`src/rtl/wrp_pkg.sv`:
```
package wrp_pkg;
  localparam int NUM_ST   = 13;
  localparam int S_IDLE   = 0;   // waiting for start
  localparam int S_CLR    = 1;   // address clear released
  localparam int S_RDY    = 2;   // ready flag raised
  localparam int S_SEL    = 3;   // chip select low
  localparam int S_STRB   = 4;   // strobe low (Mealy on mode)
  localparam int S_DONE   = 5;   // select and strobe high
  localparam int S_DESEL  = 6;   // memory deselected
  localparam int S_PULSE  = 7;   // address pulse, full test
  localparam int S_FULLW  = 8;   // full: wait ack low
  localparam int S_NXTW   = 9;   // not full: wait ack low
  localparam int S_HOLD   = 10;  // wait for playback select
  localparam int S_RSTRT  = 11;  // clear address for playback
  localparam int S_LOOP   = 12;  // back to ready

  typedef struct packed {
    logic cntClr;
    logic cntPulse;
    logic dacLoad;
  } wrp_strobe_t;
endpackage

```
`src/rtl/wrp_ctrl.sv`:
```
module wrp_ctrl
  import wrp_pkg::*;
(
  input  logic        clk,
  input  logic        rstN,
  input  logic        start,
  input  logic        recMode,
  input  logic        hostAck,
  input  logic        full,
  output wrp_strobe_t strobes,
  output logic        dataReady,
  output logic        memCsN,
  output logic        memWeN,
  output logic        memRdN
);
  logic [NUM_ST-1:0] st;
  logic [NUM_ST-1:0] nxt;
  logic              fullRec;

  assign fullRec = full & recMode;

  always_comb begin
    nxt          = '0;
    nxt[S_IDLE]  = (st[S_IDLE] | st[S_LOOP]) & ~start;
    nxt[S_CLR]   = st[S_IDLE] & start;
    nxt[S_RDY]   = st[S_CLR] | (st[S_RDY] & recMode & ~hostAck)
                 | (st[S_LOOP] & start) | st[S_RSTRT];
    nxt[S_SEL]   = st[S_RDY] & (hostAck | ~recMode);
    nxt[S_STRB]  = st[S_SEL];
    nxt[S_DONE]  = st[S_STRB];
    nxt[S_DESEL] = st[S_DONE];
    nxt[S_PULSE] = st[S_DESEL];
    nxt[S_FULLW] = (st[S_PULSE] & fullRec) | (st[S_FULLW] & hostAck);
    nxt[S_NXTW]  = (st[S_PULSE] & ~fullRec) | (st[S_NXTW] & recMode & hostAck);
    nxt[S_LOOP]  = st[S_NXTW] & (~hostAck | ~recMode);
    nxt[S_HOLD]  = (st[S_FULLW] & ~hostAck) | (st[S_HOLD] & recMode);
    nxt[S_RSTRT] = st[S_HOLD] & ~recMode;
  end

  always_ff @(posedge clk or negedge rstN) begin
    if (!rstN) st <= NUM_ST'(1) << S_IDLE;
    else       st <= nxt;
  end

  assign strobes.cntClr   = st[S_IDLE] | st[S_RSTRT];
  assign strobes.cntPulse = st[S_PULSE];
  assign strobes.dacLoad  = st[S_STRB] & ~recMode;

  assign dataReady = recMode & (st[S_RDY] | st[S_SEL] | st[S_STRB]
                              | st[S_DONE] | st[S_DESEL] | st[S_PULSE]);
  assign memCsN = ~(st[S_SEL] | st[S_STRB]);
  assign memWeN = ~(st[S_STRB] & recMode);
  assign memRdN = ~(st[S_STRB] & ~recMode);

  AST_STATE_ONEHOT: assert property (@(posedge clk) disable iff (!rstN)
    $countones(st) == 1);
  AST_WE_ONE_CYCLE: assert property (@(posedge clk) disable iff (!rstN)
    !memWeN |=> memWeN);
  AST_RD_ONE_CYCLE: assert property (@(posedge clk) disable iff (!rstN)
    !memRdN |=> memRdN);
  AST_CS_LEADS_STROBE: assert property (@(posedge clk) disable iff (!rstN)
    (!memWeN || !memRdN) |-> $past(!memCsN));
  AST_PULSE_AFTER_DESEL: assert property (@(posedge clk) disable iff (!rstN)
    strobes.cntPulse |-> $past(st[S_DESEL]));
endmodule

```
`src/rtl/wrp_dpath.sv`:
```
module wrp_dpath
  import wrp_pkg::*;
#(
  parameter int DW = 8,
  parameter int AW = 8
) (
  input  logic          clk,
  input  logic          rstN,
  input  wrp_strobe_t   strobes,
  input  logic [AW-1:0] addrLimit,
  input  logic [DW-1:0] memRData,
  output logic          full,
  output logic [AW-1:0] memAddr,
  output logic [DW-1:0] dacOut
);
  logic [AW-1:0] addrQ;
  logic [DW-1:0] dacQ;

  assign full = (addrQ == addrLimit);

  always_ff @(posedge clk or negedge rstN) begin
    if (!rstN)                addrQ <= '0;
    else if (strobes.cntClr)   addrQ <= '0;
    else if (strobes.cntPulse) addrQ <= full ? '0 : addrQ + AW'(1);
  end

  always_ff @(posedge clk or negedge rstN) begin
    if (!rstN)                dacQ <= '0;
    else if (strobes.dacLoad) dacQ <= memRData;
  end

  assign memAddr = addrQ;
  assign dacOut  = dacQ;

  AST_ADDR_HOLD: assert property (@(posedge clk) disable iff (!rstN)
    (!strobes.cntPulse && !strobes.cntClr) |=> $stable(memAddr));
  AST_ADDR_WRAP: assert property (@(posedge clk) disable iff (!rstN)
    (strobes.cntPulse && full) |=> (memAddr == '0));
  AST_DAC_HOLD: assert property (@(posedge clk) disable iff (!rstN)
    !strobes.dacLoad |=> $stable(dacOut));
endmodule

```
`src/rtl/wave_rec_play.sv`:
```
module wave_rec_play
  import wrp_pkg::*;
#(
  parameter int DW = 8,
  parameter int AW = 8
) (
  input  logic          clk,
  input  logic          rstN,
  input  logic          start,
  input  logic          recMode,
  input  logic          hostAck,
  input  logic [DW-1:0] hostData,
  input  logic [AW-1:0] addrLimit,
  input  logic [DW-1:0] memRData,
  output logic          dataReady,
  output logic          memCsN,
  output logic          memWeN,
  output logic          memRdN,
  output logic [AW-1:0] memAddr,
  output logic [DW-1:0] memWData,
  output logic [DW-1:0] dacOut
);
  wrp_strobe_t strobes;
  logic        full;

  wrp_ctrl i_ctrl (
    .clk       (clk),
    .rstN      (rstN),
    .start     (start),
    .recMode   (recMode),
    .hostAck   (hostAck),
    .full      (full),
    .strobes   (strobes),
    .dataReady (dataReady),
    .memCsN    (memCsN),
    .memWeN    (memWeN),
    .memRdN    (memRdN)
  );

  wrp_dpath #(.DW(DW), .AW(AW)) i_dpath (
    .clk       (clk),
    .rstN      (rstN),
    .strobes   (strobes),
    .addrLimit (addrLimit),
    .memRData  (memRData),
    .full      (full),
    .memAddr   (memAddr),
    .dacOut    (dacOut)
  );

  assign memWData = hostData;
endmodule

```
`config.mk`:
```
export PLATFORM = sky130hd
export DESIGN_NAME = wave_rec_play
export DESIGN_NICKNAME = d
export VERILOG_FILES = /design/src/rtl/wrp_pkg.sv /design/src/rtl/wrp_ctrl.sv /design/src/rtl/wrp_dpath.sv /design/src/rtl/wave_rec_play.sv
export SDC_FILE = /design/constraint.sdc
export NUM_CORES = 1
export LEC_CHECK = 0
export BUFFER_PORTS_ARGS = -buffer_cell sky130_fd_sc_hd__buf_2
export CORE_UTILIZATION = 47
export CTS_BUF_LIST = sky130_fd_sc_hd__clkbuf_4 sky130_fd_sc_hd__clkbuf_8 sky130_fd_sc_hd__clkbuf_16
export DETAILED_ROUTE_END_ITERATION = 7
export PLACE_DENSITY = 0.78
export SYNTH_ARGS = -nofsm -noshare
export SYNTH_HDL_FRONTEND = slang
export SYNTH_HIERARCHICAL = 1
export SYNTH_SLANG_ARGS = --single-unit
```
`constraint.sdc`:
```
create_clock -name clk -period 1.6 [get_ports clk]
set_clock_uncertainty 0.05 [all_clocks]
set_input_delay 0.24 -clock clk [delete_from_list [all_inputs] [get_ports clk]]
set_output_delay 0.24 -clock clk [all_outputs]
set_load 0.05 [all_outputs]
```
-- After elaboration in Yosys (flattened, before gate mapping)
Cells that the tools add are included.
Widths: inputs -> output; s select.
- $add $sub $neg: 1
- equal/unequal tests: 1
- mux-type cells: 3
- bitwise operators: 42
- reduce and logical (&&, ||, !) cells: 1
- operators by type and width (cell ; number):
    $mux 8 ; 3
    $and 1x1->1 ; 19
    $or 1x1->1 ; 16
    $add 8x1->8 const B ; 1
    $eq 8x8->1 ; 1
    $not 1->1 ; 7
    $reduce_bool 2->1 ; 1
- register bits: 29
- input port bits: 29
- output and inout port bits: 28
- word-level logic and storage cells: 51

-- Logic depth before layout (Yosys ltp)
Gate-level depths: netlist of the first run.
- depth after elaboration: 6
- gate-level depth with buffers: 6
- depth with buffers taken out: 5

-- Hierarchy
The synthesis of the first run kept the hierarchy.
- modules (own cells, without submodules) (module ; instances ; cells an instance ; area each (µm²) ; seq. area each (µm²)):
    wrp_dpath ; 1 ; 77 ; 887.1 ; 400.4
    wrp_ctrl ; 1 ; 35 ; 467.9 ; 326.6
    wave_rec_play ; 1 ; 8 ; 60.1 ; 0.0

-- Least setup slack after synthesis of the first run
OpenSTA, ideal clock, no wires.
- path kind: flip-flop to output port
- start: reg i_ctrl.st[4]
- end: out dataReady
- arrival time: 1.836 ns
- data required time: 1.310 ns
- setup slack: -0.526 ns
- cell stages (with the launch flop): 3
- path buffers: 0
- cells stage by stage: dfrtp_1 > nor2_1 > a21boi_0
- cells in the longest elaborated chain, start to end: 5
- RTL lines (element ; line ; source):
    start: declaration ; wrp_ctrl.sv:16 ; logic [NUM_ST-1:0] st;
    start signal: assignment ; wrp_ctrl.sv:41 ; if (!rstN) st <= NUM_ST'(1) << S_IDLE;
    start signal: assignment ; wrp_ctrl.sv:42 ; else st <= nxt;
    $or 1x1->1 ; wrp_ctrl.sv:49 ; assign dataReady = recMode & (st[S_RDY] | st[S_SEL] | st[S_STRB]
    $or 1x1->1 (3 in series) ; wrp_ctrl.sv:50 ; | st[S_DONE] | st[S_DESEL] | st[S_PULSE]);
    $and 1x1->1 ; wrp_ctrl.sv:49 ;
    end: declaration ; wave_rec_play.sv:15 ; output logic dataReady,
Every way passes these cells.

-- Worst setup path in the final report of the first run
- start: reg i_ctrl.st[7]
- end: out dataReady
- cells in the longest elaborated chain, start to end: 2
- RTL lines (element ; line):
    $or 1x1->1 ; wrp_ctrl.sv:50
    $and 1x1->1 ; wrp_ctrl.sv:49
Every way passes these cells.

==> results.toml, run 1 <==
[sta]
finalHoldViolations = 0
fin_ws_ns = -0.0104
drv_slew = 0
setup-violations-final = 1
relSlewSlack = 0.590
min_period_over_period = 1.01
fin_crit_ns = 1.61
worstMarginPinSlew_ns = 0.615
rsz0062_at_grt = "yes"
fmax_mhz = 621

[grt]
grt_max_degree = 30
grt_pass1_vias = 1013
grt_pass1_wl_mm = 4.53
antenna_found_initial = 0
grt_use_total = 0.193
grt_overflow = 0

[finish]
final_net_count = 192
syn_to_final_growth_pct = 24.5
num_antenna_cells = 0
drive_above_1_share = 0.543
nFillCells = 234

[synthesis]
syn_area_um2 = 1420
ys_seq_area_frac = 0.514
synth_commonest_cells = "dfrtp_1, buf_4, nand2_1"
async_flop_share = 1.00
yosys_warnings = 6
syn_avg_cell_area_um2 = 11.8
synth_top_area_frac = 0.495
synthTopCellsByArea = "dfrtp_1, mux2_2, buf_4, xnor2_1, nand2_1"
synth_edf_count = 0
synth.most_common_cell = "dfrtp_1"
synth_seq_cells = 29
synth_nets = 150
ys.flop_type = "dfrtp_1"
synth.distinct_cells = 40
synth_top_area_cell = "dfrtp_1"
syn_inst = 120

[floorplan]
std_cell_rows = 19
start_util = 0.504
dieWidth_um = 56.9
coreArea_um2 = 2810
io_pins = 57
fp.dieH_um = 56.9
dieArea_um2 = 3230

[drt]
drt_iter0_markers = 41
firstDrtPassIters = 6
drc_errors = 10
avgViaCountPerCell = 5.63
num_vias = 1087
wl_mm = 2.74
route.antenna.remaining_nets = 0
wl_per_cell_um = 14.2

[worst_hold_path]
hold_path.class = "in2reg"

[place]
dpl_worst_slack_ns = 0.0308
dp_hpwl_mm = 1.99
gp_congestion = 0.939
portBuffers = 40

[clocking]
cts_buffer_depth = 2
clk_pin_slew_ns = 0.09
clk_root_buffer_cell = "clkbuf_4"
clock-sinks = 29
clkLatencyLatePin_ns = 0.32
cts_max_level = 2
cts_tree = "yes"
numCtsBuffers = 5

[critical_path]
worstSetupStartpointType = "flip-flop"
cp.required_ns = 1.31
path_class = "reg2out"
worstPathArrival_ns = 1.32
critPathMaxFanout = 2
end_kind = "output pin"

[pwr]
total_power_w = 0.00287
p_leak_nw = 0.842
max-vdd-ir-drop_v = 0.00130
power.density_nw_per_um2 = 1630

[status]
status = "finished with violations"
failed_checks = "DRC, setup timing"

[job]
cap_violations = 0
==> metal layers <==
| layer | global-route usage | part of all wire |
|---|---|---|
| met1 | 0.226 | 0.43 |
| met2 | 0.299 | 0.46 |
| met3 | 0.0783 | 0.080 |
| met4 | 0.108 | 0.025 |
| met5 | 0 | 0 |
==> critical path, stage by stage, from the launching register on <==
cell      delay [ns]
dfrtp_2         0.43
nor4_4          0.27
a21boi_1        0.10
buf_4           0.19
==> flip-flops by register name, summed over array words and instances (netlist names) <==
| register | cells |
|---|---|
| i_dpath/dacOut | 8 |
| i_dpath/memAddr | 8 |
| i_ctrl/st | 13 |
==> repair_timing <==
| action | in CTS | in global routing |
|---|---|---|
| resized for setup | 3 | 4 |
| endpoints found under the hold margin | 29 | 0 |
| buffers inserted | 2 | 2 |
| hold buffers | 2 | 0 |
| cloned | 0 | 0 |
| pin swaps | 1 | 4 |
| setup endpoints to repair | 1 | 5 |
==> logic make-up after synthesis <==
family                     share of synthesized area
adders and majority gates                    0.00884
buffers and inverters                         0.0707
DFF                                            0.514
AOI/OAI and AO/OA                              0.164
xor gates and xnor gates                      0.0619
and+or+nand+nor                                0.118
muxes                                         0.0637
==> per-stage QoR <==
step                utilization  instances  cell area [um^2]  hold WS (ns)  setup TNS (ns)
floorplan                     -        120              1480        -0.106        -0.00792
global placement          0.579        180              1620         0.231               0
detailed placement        0.579        180              1620         0.244               0
CTS                       0.616        191              1730        0.0805         -0.0385
global route              0.628        193              1760        0.0674         -0.0840
finish                    0.628        193              1760        0.0917         -0.0104
==> final cells by class <==
class	instances	area (um^2)	area share
Sequential cell	29	738	0.419
Multi-Input combinational cell	75	647	0.367
Timing Repair Buffer	48	268	0.152
Clock buffer	7	58.8	0.0334
Tap cell	31	38.8	0.0220
Inverter	3	11.3	0.00639
==> where the power goes <==
part	internal (W)	switching [W]	total, W
combinational	0.000393	0.000902	0.00129
clock	0.000224	0.000244	0.000468
sequential	0.000923	0.000187	0.00111
==> final timing paths <==
path / cells past startpoint / end / slack, ns / start
max reg2reg: 4 / i_dpath/memAddr[3]$_DFFE_PN0P_ / 0.08 / i_ctrl/st[0]$_DFF_PN1_
max: 3 / dataReady / -0.01 / i_ctrl/st[7]$_DFF_PN0_
min in group asynchronous: 2 / i_dpath/memAddr[7]$_DFFE_PN0P_ / 0.40 / rstN
min: 2 / i_dpath/dacOut[6]$_DFFE_PN0P_ / 0.09 / memRData[6]
max in group asynchronous: 2 / i_ctrl/st[7]$_DFF_PN0_ / 0.65 / rstN
min reg2reg: 0 / i_ctrl/st[4]$_DFF_PN0_ / 0.36 / i_ctrl/st[3]$_DFF_PN0_
==> layout by cell type (no fill, tap or decap), types with 3 or more instances in the layout <==
| cell | netlist | routed |
|---|---|---|
| buf_2 | 0 | 39 |
| buf_4 | 10 | 7 |
| clkbuf_4 | 0 | 6 |
| dfrtp_1 | 28 | 19 |
| dfrtp_2 | 0 | 9 |
| inv_1 | 3 | 3 |
| mux2_2 | 8 | 8 |
| nand2_1 | 9 | 9 |
| nand3_1 | 4 | 4 |
| o21ai_0 | 6 | 5 |
| xnor2_1 | 8 | 5 |
| xnor2_2 | 0 | 3 |
No activity file was read; power rests on OpenSTA's default activity.
==> run 2, diff against run 1 <==
CORE_UTILIZATION = 43   (was 47)
PLACE_DENSITY = 0.75   (was 0.78)
clock period = 1.4 ns   (was 1.6 ns; I/O delays follow)
==> results.toml, run 2 (same netlist as run 1, synthesis figures left out) <==
[drt]
avgViaCountPerCell = 5.33
drc_errors = 0
wl_per_cell_um = 14.8
route.antenna.remaining_nets = 0
wl_mm = 3.28
firstDrtPassIters = 4
num_vias = 1178
drt_iter0_markers = 23

[pwr]
p_leak_nw = 0.966
power.density_nw_per_um2 = 1780
max-vdd-ir-drop_v = 0.00126
total_power_w = 0.00372

[grt]
antenna_found_initial = 0
grt_pass1_wl_mm = 5.10
grt_use_total = 0.204
grt_max_degree = 12
grt_pass1_vias = 1167
grt_overflow = 0

[clocking]
clk_pin_slew_ns = 0.10
cts_max_level = 2
clk_root_buffer_cell = "clkbuf_4"
clock-sinks = 29
cts_tree = "yes"
cts_buffer_depth = 2
clkLatencyLatePin_ns = 0.33
numCtsBuffers = 5

[sta]
drv_slew = 0
finalHoldViolations = 0
min_period_over_period = 1.11
fmax_mhz = 644
timing.hold.ws_ns = 0.0651
worstMarginPinSlew_ns = 0.300
fin_crit_ns = 1.55
setup-violations-final = 5
rsz0062_at_grt = "yes"
fin_ws_ns = -0.152
relSlewSlack = 0.800

[place]
gp_congestion = 0.833
dp_hpwl_mm = 2.33
portBuffers = 40
dpl_worst_slack_ns = -0.145

[finish]
largest_reg_flops = 13
nFillCells = 231
regMostFlops = "i_ctrl/st"
fin_util = 0.680
layout_common_cells = "buf_2, dfrtp_1, buf_4"
final_net_count = 207
drive_above_1_share = 0.667
num_antenna_cells = 0
syn_to_final_growth_pct = 47.9
final_common_cell = "buf_2"

[critical_path]
critPathMaxFanout = 2
end_kind = "output pin"
crit_start = "i_ctrl/st[6]$_DFF_PN0_"
cp_cell_sequence = "nor4_4 -> a21boi_2 -> buf_6"
slowest_delay_ns = 0.41
worstSetupStartpointType = "flip-flop"
worstPathArrival_ns = 1.29
slowest_stage = "dfrtp_1"
r2r-start = "i_ctrl/st[0]$_DFF_PN1_"
path_class = "reg2out"
cp.required_ns = 1.14

[worst_hold_path]
hold_path.class = "in2reg"
min_from = "hostAck"

[floorplan]
dieWidth_um = 59.4
start_util = 0.460
fp.dieH_um = 59.4
std_cell_rows = 20
coreArea_um2 = 3080
dieArea_um2 = 3520
io_pins = 57

[status]
status = "finished with violations"
failed_checks = "setup timing"

[job]
cap_violations = 0
[run 2: per-layer routing]
metal  vias to the layer above  part of all wire  routed length, um  GRT usage
li1                        536                 -                  -          -
met1                       574              0.37               1230      0.213
met2                        60              0.53               1740      0.364
met3                         8             0.075                247     0.0764
met4                         0             0.019                 63     0.0850
met5                         -                 0                  0          0
[run 2: critical path, delay by kind of cell (launching register included)]
kind                   cells  cell delay [ns]
buffers and inverters      1             0.16
flip-flops                 1             0.41
AO/OA/AOI/OAI              1             0.09
AND/OR/NAND/NOR            1             0.31
[run 2: path summary, 6_finish.rpt]
kind	to	slack, ns	depth (start not counted)
min reg2reg	i_ctrl/st[4]$_DFF_PN0_	0.39	0
max in group asynchronous	i_ctrl/st[0]$_DFF_PN1_	0.62	3
max	dataReady	-0.15	3
max reg2reg	i_dpath/memAddr[6]$_DFFE_PN0P_	-0.06	5
min	i_ctrl/st[12]$_DFF_PN0_	0.07	2
min in group asynchronous	i_dpath/dacOut[0]$_DFFE_PN0P_	0.21	2
[run 2: timing repair]
| action | CTS | global route |
|---|---|---|
| setup endpoints to repair | 14 | 19 |
| setup buffers | 3 | 3 |
| pin swaps | 10 | 8 |
| hold endpoints to repair | 29 | 0 |
| gates cloned | 0 | 0 |
| gates resized for setup | 28 | 20 |
| hold buffers | 2 | 0 |
[run 2: stage by stage]
step | cells | instance area (um^2) | TNS [ns]
final | 221 | 2090 | -0.277
after global routing | 221 | 2090 | -0.709
after CTS | 218 | 1990 | -0.274
after detailed placement | 206 | 1760 | -0.775
after global placement | 206 | 1760 | -0.166
after floorplan | 120 | 1500 | -0.824
[run 2: where the power goes]
part	internal [W]	switching [W]	total [W]	leakage [nW]
Sequential	0.00105	0.000193	0.00125	0.371
Combinational	0.000763	0.00123	0.00199	0.563
Clock	0.000204	0.000279	0.000483	0.0315
Total	0.00202	0.00170	0.00372	0.966
[run 2: final cells by class]
cell class / count / area (um^2) / share of cell area
clock buffer: 6 / 45.0 / 0.0215
clock inverter: 1 / 5.00 / 0.00239
inverter: 3 / 11.3 / 0.00538
multi-input combinational: 75 / 795 / 0.380
sequential: 29 / 738 / 0.353
tap: 44 / 55.1 / 0.0263
timing repair buffer: 63 / 444 / 0.212
==> run 3, diff against run 2 <==
RECOVER_POWER = 50   (was default)
==> results.toml, run 3 (same netlist as run 1, synthesis figures left out) <==
[sta]
rsz0062_at_grt = "yes"
fmax_mhz = 644
timing.hold.ws_ns = 0.0651
worstMarginPinSlew_ns = 0.478
relSlewSlack = 0.681
drv_slew = 0
fin_ws_ns = -0.152
setup-violations-final = 5
min_period_over_period = 1.11
fin_crit_ns = 1.55
finalHoldViolations = 0

[drt]
num_vias = 1178
wl_per_cell_um = 14.8
avgViaCountPerCell = 5.33
route.antenna.remaining_nets = 0
wl_mm = 3.28
drc_errors = 0
firstDrtPassIters = 4
drt_iter0_markers = 24

[grt]
grt_overflow = 0
grt_max_degree = 12
use_met2 = 0.364
use_met1 = 0.213
grtUsageMet3 = 0.0764
grt_use_total = 0.204
grt_pass1_wl_mm = 5.10
grt.busiest_layer = "met2"
antenna_found_initial = 0
grt_pass1_vias = 1167

[clocking]
cts_max_level = 2
cts_buffer_depth = 2
clkLatencyLatePin_ns = 0.33
clk_pin_slew_ns = 0.10
clk_root_buffer_cell = "clkbuf_4"
clock-sinks = 29
numCtsBuffers = 5
cts_tree = "yes"

[finish]
final_net_count = 207
largest_reg_flops = 13
layout_common_cells = "buf_2, dfrtp_1, buf_4"
regMostFlops = "i_ctrl/st"
final_common_cell = "buf_2"
syn_to_final_growth_pct = 47.8
num_antenna_cells = 0
drive_above_1_share = 0.661
fin_util = 0.680

[job]
cap_violations = 0

[status]
status = "finished with violations"
failed_checks = "setup timing"

[critical_path]
critPathMaxFanout = 2
rrSetupSlack_ns = -0.06
slowest_delay_ns = 0.41
cp_cell_sequence = "nor4_4 -> a21boi_2 -> buf_6"
worstPathArrival_ns = 1.29
path_class = "reg2out"
cp_top_family = "flip-flops"
end_kind = "output pin"
path_buf_inv = 1
worstSetupStartpointType = "flip-flop"
slowest_stage = "dfrtp_1"
cp.required_ns = 1.14

[place]
dp_hpwl_mm = 2.33
portBuffers = 40
gp_congestion = 0.833
dpl_worst_slack_ns = -0.145

[pwr]
power.density_nw_per_um2 = 1780
p_leak_nw = 0.963
max-vdd-ir-drop_v = 0.00126

[floorplan]
io_pins = 57
dieWidth_um = 59.4
dieArea_um2 = 3520
fp.dieH_um = 59.4
start_util = 0.460
coreArea_um2 = 3080
std_cell_rows = 20

[worst_hold_path]
hold_path.class = "in2reg"
-- run 3: cell count changes in the layout (fill, tap and decap cells not counted) --
cell / delta
buf_2: -1
clkbuf_1: +1
-- run 3: worst register-to-register path, stage by stage (launching register included) --
cell and delay (ns):
dfstp_2 0.55, or2_4 0.13, and2b_2 0.26, o211a_1 0.14, o21ai_2 0.09, o311ai_2 0.12
-- run 3: power breakdown --
| part | total [W] | switching [W] | internal (W) |
|---|---|---|---|
| sequential | 0.00125 | 0.000193 | 0.00105 |
| combinational | 0.00199 | 0.00123 | 0.000762 |
| clock | 0.000482 | 0.000279 | 0.000204 |
| total | 0.00372 | 0.00170 | 0.00202 |
-- run 3: worst paths after layout --
check / start / end / cells past startpoint
min reg2reg: i_ctrl/st[3]$_DFF_PN0_ / i_ctrl/st[4]$_DFF_PN0_ / 0
max reg2reg: i_ctrl/st[0]$_DFF_PN1_ / i_dpath/memAddr[6]$_DFFE_PN0P_ / 5
max in group asynchronous: rstN / i_ctrl/st[0]$_DFF_PN1_ / 3
min in group asynchronous: rstN / i_dpath/dacOut[0]$_DFFE_PN0P_ / 2
min: hostAck / i_ctrl/st[12]$_DFF_PN0_ / 2
max: i_ctrl/st[6]$_DFF_PN0_ / dataReady / 3
-- run 3: routing by layer --
| metal | vias up | part of all wire |
|---|---|---|
| met5 | - | 0 |
| met4 | 0 | 0.019 |
| met3 | 8 | 0.075 |
| met2 | 60 | 0.53 |
| met1 | 574 | 0.37 |
| li1 | 536 | - |
-- run 3: repair_timing --
item,in CTS,in global routing
hold buffers,2,0
endpoints found under the setup margin,14,19
pin swaps,10,8
hold endpoints to repair,29,0
setup buffers,3,3
gates resized for setup,28,20
-- run 3: cell type report --
type,instances,area [um^2]
repair buffers,63,443
clock inverters,1,5.00
flip-flops and latches,29,738
well taps,44,55.1
inverters,3,11.3
fillers,232,986
multi-input cells,75,795
clock buffers,6,45.0
-- run 3: through the flow --
step / total power, W / instance area, um^2 / instances / setup TNS [ns]
floorplan: 0.00251 / 1500 / 120 / -0.824
global placement: 0.00282 / 1760 / 206 / -0.166
detailed placement: 0.00287 / 1760 / 206 / -0.775
CTS: 0.00357 / 1990 / 218 / -0.274
global route: 0.00389 / 2090 / 221 / -0.709
finish: 0.00372 / 2090 / 221 / -0.277
